--- config.mk ---
export PLATFORM = sky130hd
export DESIGN_NAME = phase_detector
export DESIGN_NICKNAME = d
export VERILOG_FILES = /design/src/rtl/pfd_pkg.sv /design/src/rtl/pfd_edge.sv /design/src/rtl/pfd_latches.sv /design/src/rtl/pfd_lock.sv /design/src/rtl/phase_detector.sv
export SDC_FILE = /design/constraint.sdc
export NUM_CORES = 1
export LEC_CHECK = 0
export BUFFER_PORTS_ARGS = -buffer_cell sky130_fd_sc_hd__buf_2
export CAP_MARGIN = 25
export CORE_UTILIZATION = 50
export CTS_BUF_LIST = sky130_fd_sc_hd__clkbuf_8 sky130_fd_sc_hd__clkbuf_16
export CTS_CLUSTER_DIAMETER = 200
export CTS_CLUSTER_SIZE = 24
export DETAILED_ROUTE_END_ITERATION = 6
export GPL_ROUTABILITY_DRIVEN = 1
export GPL_TIMING_DRIVEN = 0
export PLACE_DENSITY = 0.68
export SYNTH_ARGS = -nofsm -noshare
export SYNTH_HDL_FRONTEND = slang
export SYNTH_SLANG_ARGS = --single-unit
export TNS_END_PERCENT = 100
--- constraint.sdc ---
create_clock -name clk -period 1.2 [get_ports clk]
set_input_delay 0.12 -clock clk [delete_from_list [all_inputs] [get_ports clk]]
set_output_delay 0.12 -clock clk [all_outputs]
set_load 0.03 [all_outputs]
--- src/rtl/pfd_pkg.sv ---
package pfd_pkg;
  typedef enum logic {PORT_REF = 1'b0, PORT_FB = 1'b1} pfd_port_e;

  typedef struct packed {
    logic up;
    logic dn;
  } pump_t;

  function automatic pump_t route_pumps(input logic ref_lat, input logic fb_lat,
                                        input logic swap);
    pump_t p;
    p.up = swap ? fb_lat  : ref_lat;
    p.dn = swap ? ref_lat : fb_lat;
    return p;
  endfunction
endpackage

--- src/rtl/pfd_edge.sv ---
module pfd_edge (
  input  logic clk,
  input  logic rst_n,
  input  logic sig_i,
  output logic rise_o
);
  logic prev_q;
  logic prev_d;

  always_comb begin
    prev_d = sig_i;
  end

  always_ff @(posedge clk or negedge rst_n) begin
    if (!rst_n) prev_q <= 1'b0;
    else        prev_q <= prev_d;
  end

  assign rise_o = sig_i & ~prev_q;
endmodule

--- src/rtl/pfd_latches.sv ---
module pfd_latches #(
  parameter int CW = 3
) (
  input  logic          clk,
  input  logic          rst_n,
  input  logic          rise_ref,
  input  logic          rise_fb,
  input  logic [CW-1:0] ovl_len,
  output logic          lat_ref,
  output logic          lat_fb,
  output logic          clr_o
);
  logic [CW-1:0] ovl_eff;
  logic [CW-1:0] cnt_q, cnt_d;
  logic          ref_d, fb_d;
  logic          both;

  always_comb begin
    ovl_eff = (ovl_len == '0) ? CW'(1) : ovl_len;
    both    = lat_ref & lat_fb;
    clr_o   = both & (cnt_q == ovl_eff - CW'(1));
    cnt_d   = cnt_q;
    if (clr_o)     cnt_d = '0;
    else if (both) cnt_d = cnt_q + CW'(1);
    ref_d = rise_ref | (lat_ref & ~clr_o);
    fb_d  = rise_fb  | (lat_fb  & ~clr_o);
  end

  always_ff @(posedge clk or negedge rst_n) begin
    if (!rst_n) begin
      lat_ref <= 1'b0;
      lat_fb  <= 1'b0;
      cnt_q   <= '0;
    end else begin
      lat_ref <= ref_d;
      lat_fb  <= fb_d;
      cnt_q   <= cnt_d;
    end
  end


  ovl_bound_chk: assert property (@(posedge clk) disable iff (!rst_n)
    (lat_ref && lat_fb) |-> (cnt_q < ovl_eff));

  joint_clear_chk: assert property (@(posedge clk) disable iff (!rst_n)
    $fell(lat_ref) |-> $past(lat_fb));

  set_src_chk: assert property (@(posedge clk) disable iff (!rst_n)
    $rose(lat_ref) |-> $past(rise_ref));

  hold_lead_chk: assert property (@(posedge clk) disable iff (!rst_n)
    (lat_ref && !lat_fb && !rise_fb) |=> lat_ref);
endmodule

--- src/rtl/pfd_lock.sv ---
module pfd_lock #(
  parameter int WCW    = 8,
  parameter int LOCK_N = 8
) (
  input  logic clk,
  input  logic rst_n,
  input  logic lat_ref,
  input  logic lat_fb,
  input  logic clr,
  output logic locked
);
  localparam int LCW = $clog2(LOCK_N + 1);
  localparam logic [WCW-1:0] WMAX = {WCW{1'b1}};

  logic [WCW-1:0] wr_q, wr_d, wf_q, wf_d, diff;
  logic [LCW-1:0] good_q, good_d;
  logic           good;

  always_comb begin
    diff = (wr_q > wf_q) ? (wr_q - wf_q) : (wf_q - wr_q);
    good = (diff <= WCW'(1));
    wr_d = wr_q;
    wf_d = wf_q;
    if (clr) begin
      wr_d = '0;
      wf_d = '0;
    end else begin
      if (lat_ref && wr_q != WMAX) wr_d = wr_q + WCW'(1);
      if (lat_fb  && wf_q != WMAX) wf_d = wf_q + WCW'(1);
    end
    good_d = good_q;
    if (clr) begin
      if (!good)                       good_d = '0;
      else if (good_q != LCW'(LOCK_N)) good_d = good_q + LCW'(1);
    end
  end

  always_ff @(posedge clk or negedge rst_n) begin
    if (!rst_n) begin
      wr_q   <= '0;
      wf_q   <= '0;
      good_q <= '0;
    end else begin
      wr_q   <= wr_d;
      wf_q   <= wf_d;
      good_q <= good_d;
    end
  end

  assign locked = (good_q == LCW'(LOCK_N));


  lock_rise_chk: assert property (@(posedge clk) disable iff (!rst_n)
    $rose(locked) |-> $past(clr));

  lock_fall_chk: assert property (@(posedge clk) disable iff (!rst_n)
    $fell(locked) |-> $past(clr));
endmodule

--- src/rtl/phase_detector.sv ---
module phase_detector #(
  parameter int CW     = 3,
  parameter int WCW    = 8,
  parameter int LOCK_N = 8
) (
  input  logic          clk,
  input  logic          rst_n,
  input  logic          ref_in,
  input  logic          fb_in,
  input  logic          invert_pol,
  input  logic [CW-1:0] overlap_cfg,
  output logic          pump_up,
  output logic          pump_dn,
  output logic          locked
);
  import pfd_pkg::*;

  localparam int NPORT = 2;

  logic [1:0]       rst_sync_q;
  logic             rst_int_n;
  logic [NPORT-1:0] sig_vec;
  logic [NPORT-1:0] rise_vec;
  logic             lat_ref, lat_fb, clr;
  pump_t            pumps;

  always_ff @(posedge clk or negedge rst_n) begin
    if (!rst_n) rst_sync_q <= 2'b00;
    else        rst_sync_q <= {rst_sync_q[0], 1'b1};
  end
  assign rst_int_n = rst_sync_q[1];

  assign sig_vec[PORT_REF] = ref_in;
  assign sig_vec[PORT_FB]  = fb_in;

  for (genvar g = 0; g < NPORT; g++) begin : g_edge
    pfd_edge u_edge (
      .clk    (clk),
      .rst_n  (rst_int_n),
      .sig_i  (sig_vec[g]),
      .rise_o (rise_vec[g])
    );
  end

  pfd_latches #(.CW(CW)) u_lat (
    .clk      (clk),
    .rst_n    (rst_int_n),
    .rise_ref (rise_vec[PORT_REF]),
    .rise_fb  (rise_vec[PORT_FB]),
    .ovl_len  (overlap_cfg),
    .lat_ref  (lat_ref),
    .lat_fb   (lat_fb),
    .clr_o    (clr)
  );

  pfd_lock #(.WCW(WCW), .LOCK_N(LOCK_N)) u_lock (
    .clk     (clk),
    .rst_n   (rst_int_n),
    .lat_ref (lat_ref),
    .lat_fb  (lat_fb),
    .clr     (clr),
    .locked  (locked)
  );

  always_comb begin
    pumps   = route_pumps(lat_ref, lat_fb, invert_pol);
    pump_up = pumps.up;
    pump_dn = pumps.dn;
  end


  polarity_chk: assert property (@(posedge clk) disable iff (!rst_int_n)
    ($stable(invert_pol) && $rose(pump_up)) |->
      (invert_pol ? $past(rise_vec[PORT_FB]) : $past(rise_vec[PORT_REF])));

  reset_quiet_chk: assert property (@(posedge clk)
    !rst_int_n |-> (!pump_up && !pump_dn && !locked));
endmodule

======== Word-level counts from Yosys, hierarchy flattened ========
Cells that the tools add are included.
storage, ports and cells
  output and inout bits ................... 3
  flip-flop bits (word level) ............. 29
  logic and storage cells ................. 54
operators by class
  muxes and demuxes ....................... 12
  reductions and logical operators ........ 7
  $add $sub $neg .......................... 7
  eq/ne operators ......................... 6
  bitwise operators ....................... 11
  $lt $le $gt $ge ......................... 2
operator list
  operator                                                                count
  8-bit two-way mux                                                       5
  8-bit by 1-bit adder with 8-bit output (second input constant)          2
  8-bit inequality test (second input constant)                           2
  8-bit subtractor                                                        2
  3-bit two-way mux                                                       3
  8-bit greater-than comparator                                           1
  8-bit by 1-bit <= comparator with 1-bit output (second input constant)  1
  4-bit two-way mux                                                       2
  1-bit bitwise AND                                                       6
  2-bit nonzero test                                                      3
  4-bit by 1-bit adder with 4-bit output (second input constant)          1
  4-bit equality test (second input constant)                             1
  4-bit inequality test (second input constant)                           1
  3-bit by 1-bit adder with 3-bit output (second input constant)          1
  3-bit equality test                                                     1
  3-bit zero test                                                         1
  1-bit inverter                                                          3
  3-bit by 1-bit subtractor with 3-bit output (second input constant)     1
  1-bit logical AND                                                       2
  1-bit two-way mux                                                       2
  2-bit inequality test (second input constant)                           1
  1-bit bitwise OR                                                        2
  2-bit AND reduction                                                     1

======== Logic depth before layout (Yosys ltp) ========
  word-level depth ........................ 8
  mapped depth ............................ 12

======== Modules after synthesis ========
A second synthesis with hierarchy kept.
second synthesis, totals
  cell total of the unflattened synthesis .. 256
  area total of the unflattened synthesis .. 2397.3 µm²
by module, submodules not included
  module          instances  cells each  area each (µm²)
  pfd_lock        1          208         1835.5
  pfd_latches     1          39          407.9
  pfd_edge        2          2           38.8
  phase_detector  1          5           76.3

======== Worst setup path before layout ========
OpenSTA, ideal clock, no wires.
  kind .................................... reg-to-reg
  start point ............................. register u_lock.wf_q[0]
  end point ............................... register u_lock.good_q[2]
  arrival ................................. 2.660 ns
  clock period less this slack ............ 2.751 ns
  required time ........................... 1.108 ns
  cell stages (with the launch flop) ...... 13
  setup slack ............................. -1.551 ns
  path buffers ............................ 0
  cell sequence ........................... dfrtp_1 inv_1 ha_1 inv_1 fa_1 xnor2_1 o311ai_0 or4b_1 nor4b_2 a32oi_1 mux2i_4 nand3b_2 o31ai_2
on the way
  cells in the longest elaborated chain, start to end .. 5
ends and longest elaborated chain
  what                                                               RTL line        RTL
  start, declared                                                    pfd_lock.sv:15  logic [WCW-1:0] wr_q, wr_d, wf_q, wf_d, diff;
  start signal, assigned                                             pfd_lock.sv:45  wf_q <= wf_d;
  8-bit subtractor or 8-bit greater-than comparator (tied branches)  pfd_lock.sv:20  diff = (wr_q > wf_q) ? (wr_q - wf_q) : (wf_q - wr_q);
  8-bit two-way mux *                                                pfd_lock.sv:20
  8-bit by 1-bit <= comparator with 1-bit output *                   pfd_lock.sv:21  good = (diff <= WCW'(1));
  2-bit inequality test (no line)                                    -
  2-bit AND reduction (no line)                                      -
  end signal, assigned                                               pfd_lock.sv:46  good_q <= good_d;
  end, declared                                                      pfd_lock.sv:16  logic [LCW-1:0] good_q, good_d;
Mark *: on every way between the ends. The rest lies on a longest branch, timed or not.
A chain may end at the register's enable or synchronous reset.

======== Worst setup path in the final report ========
Same ends and word-level chain as after synthesis.

==> summary.txt <==
cells along the critical path - inv_1 -> ha_2 -> inv_2 -> fa_2 -> xnor2_2 -> o311ai_1 -> or4b_1 -> nor4b_4 -> a32oi_2 -> mux2i_4 -> nand3b_4 -> o31ai_2
min-delay worst type - reg2async
Post-Syn Area - 2180 um^2
Ys Warns - 0
CP Class - reg2reg
failing checks - negative setup slack
PortBufs - 10
Starting Density - 53.3%
TritonCTS clock tree - built
Critical Path AT - 3.08 ns
# DRC - 0
final worst slack - -1.69 ns
Tmin final - 2.89 ns
number of CTS-inserted buffers - 5
Top delay family on crit path - simple AND/OR/NAND/NOR gates
gpl congestion - 0.839
die area - 4620 um^2
fraction of layout cells with a size suffix above 1 - 32.8%
Req. time, crit path - 1.38 ns
FMAX - 0.346 GHz
max-slew violation count - 0
clock slew at reported path FFs - 0.06 ns
Synth area leaders - dfrtp_1, ha_1, xnor2_1, inv_1, nor2_1
final core utilization - 71.6%
Row Count - 23
number of detailed-route iterations in the first pass - 4
area leader, netlist - dfrtp_1
CP max stage delay - 0.53 ns
Main synth FF type - dfrtp_1
core area - 4090 um^2
# nets final - 324
internal power - 4920 uW
Yosys reg bits - 29
vias per cell - 5.62
P per Cell Area - 3140 nW/um^2
antenna violations before repair - 0
max-cap viol count - 0
width of the die - 68.0 um
Layout fillers - 311
CTS sink cnt - 29
Synth Area per Inst - 8.71 um^2
Max clock buf depth - 2
Netlist cell types - 42
Comb pwr share - 71.0%
CP Launch Type - register
GRT Resource Usage Total - 23.1%
Iter 0 DRT Violations - 65
pin count of the biggest net entering global routing - 23
Worst Skew - 0.00610 ns
H-Tree Depth - 2
Gate Count Post-Synth - 250
clock latency on the worst-skew pair - 0.27 ns
Worst VDD drop - 0.00177 V
Top Ports - 11
setup_tns - -15.58 ns
first-pass GRT wire length - 7890 um
final hold vios - 0
Die Y - 68.0 um
Net Sw Power - 4270 uW
CP endpoint kind - register
Congestion Overflow GR - 0
area delta synth->final - 34.4%
DP Wirelength - 3370 um
most frequent cells in the layout - inv_1, nor2_1, dfrtp_1
EDFF count, synth - 0
Setup-failing EPs final - 28
switching share of total power - 46.5%
post-synthesis sequential area ratio - 33.3%
share of power burned in registers - 20.6%
most common cell after layout, fill and taps aside - inv_1
# diodes - 0
Vias - 1928
status - complete, but fails checks
async set-reset flop share out of synthesis - 100%
top cell type's share of synthesized area - 33.3%
Total Wirelength - 5310 um
flop2flop setup slack - -1.69 ns
final antenna-violating net count - 0
vias in the first global route - 1782
Final Cycle Share - 241%
Crit Path Max Fanout - 4
slowest CP cell - or4b_1
syn nets - 281
wire length per cell - 15.5 um
clk root buf - clkbuf_8
leakage - 0.00136 uW
unrepaired setup endpoints after global routing - true
CP bufs+invs - 2
Clock Power Share - 8.4%
[per-stage QoR]
| stage | setup slack (ns) | std cells | hold WS [ns] | cell area [um^2] | total power [uW] |
|---|---|---|---|---|---|
| 2_1_floorplan | -1.51 | 250 | -0.176 | 2210 | 5900 |
| 3_3_place_gp | -1.75 | 310 | -0.0949 | 2330 | 6800 |
| 3_5_place_dp | -1.77 | 311 | -0.0905 | 2350 | 6920 |
| 4_1_cts | -1.64 | 339 | 0.136 | 2760 | 8490 |
| 5_1_grt | -1.87 | 343 | 0.151 | 2930 | 9990 |
| 6_report | -1.69 | 343 | 0.125 | 2930 | 9190 |
[sequential cells by signal, indices dropped and copies added, names as in the netlist]
name,count
u_lat.lat_fb,1
rst_sync_q,2
u_lat.cnt_q,3
g_edge.u_edge.prev_q,2
u_lock.wr_q,8
u_lock.wf_q,8
u_lat.lat_ref,1
u_lock.good_q,4
[synthesized netlist by cell type (2+ instances only)]
master / count
a31oi_1: 3
dfrtp_1: 29
nand2_1: 11
buf_6: 2
a21oi_1: 18
buf_2: 2
nor2_1: 32
xnor2_1: 17
mux2i_1: 5
fa_1: 2
o21ai_0: 9
nor2b_1: 3
clkbuf_1: 2
o22ai_1: 5
nand3_1: 7
nand4_1: 7
and3_1: 2
xor2_1: 2
nor3_1: 5
or2_2: 2
nor3b_1: 2
o311ai_0: 3
ha_1: 21
or3b_2: 2
inv_1: 33
o31ai_1: 2
a32oi_1: 2
a21o_1: 6
[per-layer routing]
metal / share of wire, % / track usage, % / up-vias
met5: 0 / 0 / -
met3: 2.1 / 3.67 / 10
met2: 51 / 39.5 / 30
li1: - / - / 948
met4: 1.8 / 7.03 / 0
met1: 45 / 29.8 / 940
[cells by family (layout without fill, tap and decap cells)]
| family | Yosys count | in the layout | share of synthesized area (%) |
|---|---|---|---|
| buffers and inverters | 39 | 82 | 7.53 |
| AND/OR/NAND/NOR | 80 | 80 | 18.7 |
| flip-flops | 29 | 29 | 33.3 |
| adder cells (fa/ha/maj) | 23 | 23 | 13.9 |
| AO/OA/AOI/OAI | 53 | 53 | 15.4 |
| other | 1 | 1 | 0.172 |
| XOR/XNOR | 19 | 19 | 7.64 |
| multiplexers | 6 | 6 | 3.33 |
[area by class of cell]
| cell class | count | area, um^2 | share of cell area [%] |
|---|---|---|---|
| well taps | 50 | 62.6 | 2.14 |
| repair buffers | 37 | 349 | 11.9 |
| clock buffers | 6 | 82.6 | 2.82 |
| plain buffers | 5 | 57.6 | 1.97 |
| inverters | 33 | 124 | 4.23 |
| multi-input cells | 182 | 1520 | 51.8 |
| clock inverters | 1 | 3.75 | 0.128 |
| flip-flops and latches | 29 | 731 | 25.0 |
[what timing repair did]
| action | 4_1_cts | 5_1_grt |
|---|---|---|
| pin swaps | 15 | 21 |
| resized for setup | 36 | 36 |
| buffers inserted | 17 | 7 |
| hold buffers | 3 | 0 |
| setup endpoints to repair | 28 | 28 |
| endpoints found under the hold margin | 4 | 0 |
| gates cloned | 1 | 0 |
[path summary, 6_finish.rpt]
check | start | end | cells past startpoint
worst max-delay path | u_lock.wf_q[0]$_DFFE_PN0P_ | u_lock.good_q[2]$_DFFE_PN0P_ | 12
worst min-delay path | rst_sync_q[1]$_DFF_PN0_ | u_lock.wf_q[2]$_DFFE_PN0P_ | 0
worst max register to register | u_lock.wf_q[0]$_DFFE_PN0P_ | u_lock.good_q[2]$_DFFE_PN0P_ | 12
worst min register to register | rst_sync_q[1]$_DFF_PN0_ | u_lock.wf_q[2]$_DFFE_PN0P_ | 0
max in group asynchronous | rst_sync_q[1]$_DFF_PN0_ | u_lat.lat_ref$_DFF_PN0_ | 1
min in group clk | rst_sync_q[0]$_DFF_PN0_ | rst_sync_q[1]$_DFF_PN0_ | 0
[power groups by stage]
stage	combinational, uW	sequential (uW)	clock [uW]
after global routing	7200	1940	848
final	6520	1890	776
after detailed placement	5040	1880	0
after CTS	5820	1870	805
after global placement	4930	1870	0
after floorplan	4170	1730	0
(Power assumes the default switching activity.)
